$ cat src/rtl/seq_pkg.sv
// Shared constants and state type for the step configuration sequencer.
// Assumes the store depth is a power of two so that addresses wrap naturally.
package seq_pkg;
    localparam int SEQ_DEPTH   = 32;
    localparam int SEQ_WORD_W  = 64;
    localparam int SEQ_SEL_W   = 5;
    localparam int SEQ_NUM_SEL = 12;
    localparam int SEQ_SEC_W   = 2;
    localparam int SEQ_PACE_W  = 8;

    typedef enum logic [1:0] {
        RUN_IDLE = 2'd0,
        RUN_PLAY = 2'd1,
        RUN_DONE = 2'd2
    } run_state_t;
endpackage

$ cat src/rtl/seq_cfg_store.sv
// Routing-word store: a flop array with one write port and one combinational
// read port. A write to the address being read in the same cycle is
// forwarded to the read data. Write gating against playback is done by the caller.
module seq_cfg_store #(
    parameter int DEPTH  = seq_pkg::SEQ_DEPTH,
    parameter int WORD_W = seq_pkg::SEQ_WORD_W,
    localparam int ADDR_W = $clog2(DEPTH)
) (
    input  logic              clk,
    input  logic              rst_n,
    input  logic              wr_en,
    input  logic [ADDR_W-1:0] wr_addr,
    input  logic [WORD_W-1:0] wr_data,
    input  logic [ADDR_W-1:0] rd_addr,
    output logic [WORD_W-1:0] rd_data
);
    logic [WORD_W-1:0] mem_q [DEPTH];

    // Clear the store on reset and commit host writes.
    always_ff @(posedge clk) begin
        if (!rst_n) begin
            for (int i = 0; i < DEPTH; i++) mem_q[i] <= '0;
        end else if (wr_en) begin
            mem_q[wr_addr] <= wr_data;
        end
    end

    // Read the entry, forwarding a same-cycle write to the same address.
    always_comb begin
        if (wr_en && (wr_addr == rd_addr)) rd_data = wr_data;
        else                               rd_data = mem_q[rd_addr];
    end
endmodule

$ cat src/rtl/seq_pace.sv
// Step pacing: computes the step duration from the unit constraint, the
// vector-length ratio, the dependent-chain length and the hold value, then
// counts each step down. Settings are captured on load. step_last is high in
// the final cycle of the current step.
module seq_pace #(
    parameter int PACE_W = seq_pkg::SEQ_PACE_W
) (
    input  logic              clk,
    input  logic              rst_n,
    input  logic              load,
    input  logic              advance,
    input  logic              constrained,
    input  logic [PACE_W-1:0] vl_ratio,
    input  logic [PACE_W-1:0] lpl,
    input  logic [PACE_W-1:0] hold,
    output logic              step_last
);
    logic [PACE_W-1:0] interval_c;
    logic [PACE_W-1:0] hold_c;
    logic [PACE_W-1:0] period_c;
    logic [PACE_W-1:0] period_q;
    logic [PACE_W-1:0] cnt_q;

    // Derive the issue interval and the stretched step length.
    always_comb begin
        if (constrained && (lpl != '0) && (vl_ratio >= lpl)) interval_c = lpl;
        else                                                  interval_c = PACE_W'(1);
        hold_c   = (hold == '0) ? PACE_W'(1) : hold;
        period_c = (hold_c > interval_c) ? hold_c : interval_c;
    end

    // Capture the step length at start and count down each step.
    always_ff @(posedge clk) begin
        if (!rst_n) begin
            period_q <= PACE_W'(1);
            cnt_q    <= '0;
        end else if (load) begin
            period_q <= period_c;
            cnt_q    <= period_c - PACE_W'(1);
        end else if (advance) begin
            cnt_q    <= period_q - PACE_W'(1);
        end else if (cnt_q != '0) begin
            cnt_q    <= cnt_q - PACE_W'(1);
        end
    end

    assign step_last = (cnt_q == '0);
endmodule

$ cat src/rtl/seq_step_ctrl.sv
// Playback control: accepts a start when not playing and the count is in
// range, walks the addresses with wrap-around, and emits a one-cycle done state.
// Assumes DEPTH is a power of two.
module seq_step_ctrl #(
    parameter int DEPTH = seq_pkg::SEQ_DEPTH,
    localparam int ADDR_W = $clog2(DEPTH),
    localparam int CNT_W  = $clog2(DEPTH + 1)
) (
    input  logic              clk,
    input  logic              rst_n,
    input  logic              start,
    input  logic [ADDR_W-1:0] base,
    input  logic [CNT_W-1:0]  count,
    input  logic              step_last,
    output logic              accept,
    output logic              advance,
    output logic              capture,
    output logic [ADDR_W-1:0] rd_addr,
    output logic [ADDR_W-1:0] step_idx,
    output logic              busy,
    output logic              done,
    output logic              wr_allow
);
    import seq_pkg::*;

    localparam logic [CNT_W-1:0] MAX_CNT = CNT_W'(DEPTH);

    run_state_t        state_q;
    logic [ADDR_W-1:0] next_addr_q;
    logic [CNT_W-1:0]  remain_q;
    logic [ADDR_W-1:0] step_q;
    logic              count_ok;
    logic              finish;

    // Decide acceptance, step advance and run end for this cycle.
    always_comb begin
        count_ok = (count != '0) && (count <= MAX_CNT);
        accept   = start && (state_q != RUN_PLAY) && count_ok;
        advance  = (state_q == RUN_PLAY) && step_last && (remain_q != '0);
        finish   = (state_q == RUN_PLAY) && step_last && (remain_q == '0);
        capture  = accept || advance;
        rd_addr  = accept ? base : next_addr_q;
        wr_allow = (state_q != RUN_PLAY);
    end

    // Advance the playback state, the address pointer and the step counters.
    always_ff @(posedge clk) begin
        if (!rst_n) begin
            state_q     <= RUN_IDLE;
            next_addr_q <= '0;
            remain_q    <= '0;
            step_q      <= '0;
        end else if (accept) begin
            state_q     <= RUN_PLAY;
            next_addr_q <= base + ADDR_W'(1);
            remain_q    <= count - CNT_W'(1);
            step_q      <= '0;
        end else if (advance) begin
            next_addr_q <= next_addr_q + ADDR_W'(1);
            remain_q    <= remain_q - CNT_W'(1);
            step_q      <= step_q + ADDR_W'(1);
        end else if (finish) begin
            state_q     <= RUN_DONE;
        end else if (state_q == RUN_DONE) begin
            state_q     <= RUN_IDLE;
        end
    end

    assign step_idx = step_q;
    assign busy     = (state_q == RUN_PLAY);
    assign done     = (state_q == RUN_DONE);
endmodule

$ cat src/rtl/step_cfg_sequencer.sv
// Top of the step configuration sequencer. It ties the store, the pacing
// counter and the playback control together and registers the routing word
// for each step. The word is split into primary selects and the secondary
// select. The two top bits of each stored word are not used.
module step_cfg_sequencer #(
    parameter int DEPTH   = seq_pkg::SEQ_DEPTH,
    parameter int WORD_W  = seq_pkg::SEQ_WORD_W,
    parameter int SEL_W   = seq_pkg::SEQ_SEL_W,
    parameter int NUM_SEL = seq_pkg::SEQ_NUM_SEL,
    parameter int SEC_W   = seq_pkg::SEQ_SEC_W,
    parameter int PACE_W  = seq_pkg::SEQ_PACE_W,
    localparam int ADDR_W    = $clog2(DEPTH),
    localparam int CNT_W     = $clog2(DEPTH + 1),
    localparam int SEL_BUS_W = SEL_W * NUM_SEL
) (
    input  logic                 clk,
    input  logic                 rst_n,
    input  logic                 wr_en,
    input  logic [ADDR_W-1:0]    wr_addr,
    input  logic [WORD_W-1:0]    wr_data,
    input  logic                 start,
    input  logic [ADDR_W-1:0]    start_base,
    input  logic [CNT_W-1:0]     start_count,
    input  logic                 pace_constrained,
    input  logic [PACE_W-1:0]    pace_vl_ratio,
    input  logic [PACE_W-1:0]    pace_lpl,
    input  logic [PACE_W-1:0]    step_hold,
    output logic                 cfg_valid,
    output logic [SEL_BUS_W-1:0] cfg_sel,
    output logic [SEC_W-1:0]     cfg_sec,
    output logic [ADDR_W-1:0]    cfg_step,
    output logic                 busy,
    output logic                 done
);
    logic              accept;
    logic              advance;
    logic              capture;
    logic              step_last;
    logic              wr_allow;
    logic              wr_gated;
    logic [ADDR_W-1:0] rd_addr;
    logic [WORD_W-1:0] rd_data;
    logic [WORD_W-1:0] word_q;

    assign wr_gated = wr_en && wr_allow;

    seq_cfg_store #(.DEPTH(DEPTH), .WORD_W(WORD_W)) u_store (
        .clk     (clk),
        .rst_n   (rst_n),
        .wr_en   (wr_gated),
        .wr_addr (wr_addr),
        .wr_data (wr_data),
        .rd_addr (rd_addr),
        .rd_data (rd_data)
    );

    seq_pace #(.PACE_W(PACE_W)) u_pace (
        .clk         (clk),
        .rst_n       (rst_n),
        .load        (accept),
        .advance     (advance),
        .constrained (pace_constrained),
        .vl_ratio    (pace_vl_ratio),
        .lpl         (pace_lpl),
        .hold        (step_hold),
        .step_last   (step_last)
    );

    seq_step_ctrl #(.DEPTH(DEPTH)) u_ctrl (
        .clk       (clk),
        .rst_n     (rst_n),
        .start     (start),
        .base      (start_base),
        .count     (start_count),
        .step_last (step_last),
        .accept    (accept),
        .advance   (advance),
        .capture   (capture),
        .rd_addr   (rd_addr),
        .step_idx  (cfg_step),
        .busy      (busy),
        .done      (done),
        .wr_allow  (wr_allow)
    );

    // Register the routing word at the first cycle of each step.
    always_ff @(posedge clk) begin
        if (!rst_n)       word_q <= '0;
        else if (capture) word_q <= rd_data;
    end

    // Split the registered word into the per-port select fields.
    for (genvar g = 0; g < NUM_SEL; g++) begin : g_sel
        assign cfg_sel[g*SEL_W +: SEL_W] = word_q[g*SEL_W +: SEL_W];
    end
    assign cfg_sec   = word_q[SEL_BUS_W +: SEC_W];
    assign cfg_valid = busy;
endmodule

$ cat config.mk
export PLATFORM = sky130hd
export DESIGN_NAME = step_cfg_sequencer
export DESIGN_NICKNAME = d
export VERILOG_FILES = /design/src/rtl/seq_pkg.sv /design/src/rtl/seq_cfg_store.sv /design/src/rtl/seq_pace.sv /design/src/rtl/seq_step_ctrl.sv /design/src/rtl/step_cfg_sequencer.sv
export SDC_FILE = /design/constraint.sdc
export NUM_CORES = 2
export LEC_CHECK = 0
export ABC_CLOCK_PERIOD_IN_PS = 18800
export BUFFER_PORTS_ARGS = -buffer_cell sky130_fd_sc_hd__buf_4
export CAP_MARGIN = 10
export CELL_PAD_IN_SITES_DETAIL_PLACEMENT = 1
export CELL_PAD_IN_SITES_GLOBAL_PLACEMENT = 2
export CORE_UTILIZATION = 45
export DETAILED_ROUTE_END_ITERATION = 10
export PLACE_DENSITY = 0.92
export SETUP_SLACK_MARGIN = 0.4
export SYNTH_ARGS = -nofsm -noshare
export SYNTH_HDL_FRONTEND = slang
export SYNTH_SLANG_ARGS = --single-unit
$ cat constraint.sdc
create_clock -name clk -period 18.8 [get_ports clk]
set_clock_uncertainty 0.2 [all_clocks]
set_input_delay 3.76 -clock clk [delete_from_list [all_inputs] [get_ports clk]]
set_output_delay 3.76 -clock clk [all_outputs]
set_load 0.01 [all_outputs]
==> results.tsv <==
stage	metric	value	unit
grt	grt_pass1_vias	69647	
yosys	synth-edff-count	1984	
yosys	synth_cells	7860	
timing	tightest_slew	1.38	ns
finish	instances_no_fill	10653	
route	drcViolationCount	0	
grt	grt_pass1_wl	469000	um
yosys	synth.largest_area_cell	edfxtp_1	
timing	drv_slew	0	
die	dieArea	213000	um2
timing	period_share	0.500	
power	combinationalPowerShare	0.108	
route	drt_wl_total	328000	um
grt	gr-usage-met3	0.0613	
power	clkPwrFrac	0.402	
yosys	yosys_warnings	0	
finish	finalNetCount	7758	
yosys	syn_avg_cell_area	12.1	um2
route	route.vias.total	66552	
yosys	ys.flop_type	edfxtp_1	
timing	relSlewSlack	0.0763	
finish	fillers	21278	
cts	hold_buffers	0	
timing	fmax	106	MHz
yosys	synth-seq-cells	2080	
grt	grt.busiest_layer	met2	
route	wl_per_cell	30.8	um
place	post-dp-hpwl	168000	um
finish	area_growth_syn_to_layout	11.4	%
die	start_util	0.452	
power	p_sw_frac	0.260	
grt	grt-ovfl-total	0	
cts	clk_latency	0.89	ns
place	dp.cells	10217	
power	p_per_area	103	nW/um2
cts	cts_num_sinks	2080	
yosys	synth_top_area_frac	0.628	
cts	h-tree-depth	4	
worst_setup_path	end_kind	flop	
cts	cts_max_path_buffers	3	
cts	cts_tree	done	
grt	antenna_found_initial	37	
die	fp.dieW	461	um
cts	post_cts_resized	0	
grt	met2_usage	0.504	
yosys	synth-seq-area-share	0.649	
outcome	status	finished clean	
yosys	synth_area	94800	um2
finish	drive_gt1_frac	0.0919	
yosys	synth_cell_types	60	
place	io_buffers	176	
worst_setup_path	crit_required	19.35	ns
die	coreArea	210000	um2
route	final_antenna_net_count	0	
worst_setup_path	cp_max_fo	140	
worst_setup_path	critPathLaunchType	input pin	
timing	final.setup.tns	0	ns
yosys	ys_async_sr_fraction	0	
timing	rsz0062_at_grt	no	
power	p_seq_frac	0.489	
timing	min_period	9.41	ns
worst_setup_path	crit_type	input pin to flop	
grt	grt_use_met1	0.377	
power	cellLeakagePower	37.5	nW
grt	grt_max_degree	191	
grt	grt_util_all_layers	0.304	
min_path	hp-class	flop to flop	
die	ios	179	
die	placementRows	168	
die	die_h	461	um
yosys	synth_nets	7989	
route	first_pass_iters	6	
power	vdd_drop_max	102	uV
flow_run	drv_cap	0	
timing	hold_viol_final	0	
cts	cts_buffers	215	
yosys	yosysMostFrequentCell	and2_1	
yosys	synth_top_cells_by_count	and2_1 (1987), edfxtp_1 (1984), nand2_1 (1140)	
yosys	synth_area_leaders	edfxtp_1 (63%), and2_1 (13%), nand2_1 (4.5%), mux2i_1 (3.5%), a32oi_1 (2.4%)	
cts	post_cts_buffers	0	
power	p_int	8.06	mW
cts	worst_setup_hold_path_clk_slew	0.06	ns
worst_setup_path	arrival	9.96	ns
route	drtIter0Drc	8568	
timing	setup_viol	0	
power	p_sw	2.83	mW
cts	clockRootBuffer	clkbuf_16	
place	place.gp.congestion	0.819	
route	viasPerCell	6.25	
[metal layers]
| layer | wire length [um] | vias up |
|---|---|---|
| li1 | - | 27547 |
| met1 | 119000 | 33937 |
| met2 | 157000 | 4049 |
| met3 | 34800 | 1007 |
| met4 | 16800 | 12 |
| met5 | 90 | - |
[placed cells by master (no fill, tap or decap), drive strengths merged, types with 72 or more instances in the layout]
cell type,synthesis,routed
a31oi,97,97
nor3,73,73
and2,1987,1987
o21ai,105,105
clkinv,1,72
nand2,1141,1141
mux2i,329,329
buf,169,314
a22oi,101,101
nand3,182,182
a221oi,122,122
dfxtp,96,96
clkbuf,593,305
edfxtp,1984,1984
a21oi,360,360
a32oi,255,255
[area by class of cell]
class	count	area, um2	area share
antenna	28	70.1	0.000663
clock buffer	305	5950	0.0563
clock inverter	103	1230	0.0116
inverter	22	92.6	0.000877
multi-input combinational	4996	30800	0.292
sequential	2080	61500	0.582
tap	2805	3510	0.0332
timing repair buffer	314	2460	0.0233
[final timing paths]
path	startpoint	endpoint	slack (ns)	cells past startpoint
worst max-delay path	start_count[0]	word_q[59]	9.39	15
worst min-delay path	u_ctrl.state_q[1]	u_ctrl.state_q[1]	0.28	2
worst max register to register	u_ctrl.state_q[1]	word_q[59]	12.06	15
worst min register to register	u_ctrl.state_q[1]	u_ctrl.state_q[1]	0.28	2
[cell families after synthesis]
| group | synth area share |
|---|---|
| DFF | 0.649 |
| AOI/OAI and AO/OA | 0.0768 |
| xor gates and xnor gates | 0.00203 |
| adders and majority gates | 0.00264 |
| and+or+nand+nor | 0.201 |
| buffers and inverters | 0.0339 |
| muxes | 0.0349 |
[worst max-delay path, stage by stage]
cell	delay (ns)
buf_4	0.12
or4_4	0.57
or4_4	0.56
nand2_4	0.44
mux2i_4	0.31
buf_4	0.51
inv_6	0.24
buf_4	0.43
nor2_4	0.17
buf_4	0.62
buf_12	0.76
a22oi_1	0.24
a21oi_1	0.42
or4_1	0.29
o21ai_1	0.08
[power by group through the flow]
stage / registers [mW] / clock network (mW) / logic (mW)
2_1_floorplan: 5.44 / 0 / 0.652
6_report: 5.33 / 4.38 / 1.18
4_1_cts: 5.33 / 4.40 / 1.16
3_5_place_dp: 5.43 / 0 / 1.15
3_3_place_gp: 5.41 / 0 / 1.11
5_1_grt: 5.35 / 4.56 / 1.23
[flip-flops by register name, summed over array words and instances (netlist names)]
name,count
u_ctrl.remain_q,6
u_pace.cnt_q,8
u_ctrl.next_addr_q,5
word_q,62
u_ctrl.state_q,2
u_pace.period_q,8
u_store.mem_q,1984
u_ctrl.step_idx,5
[metrics by stage]
| step | worst slack, ns | total power, mW | util | instance area, um2 | hold WS (ns) |
|---|---|---|---|---|---|
| after detailed placement | 8.79 | 6.57 | 0.469 | 98400 | 0.263 |
| after global routing | 9.35 | 11.1 | 0.504 | 106000 | 0.305 |
| after floorplan | 9.00 | 6.09 | - | 94800 | 0.239 |
| final | 9.39 | 10.9 | 0.504 | 106000 | 0.284 |
| after global placement | 8.88 | 6.52 | 0.469 | 98400 | 0.256 |
| after CTS | 9.67 | 10.9 | 0.504 | 106000 | 0.288 |
No activity file was read; power rests on OpenSTA's default activity.
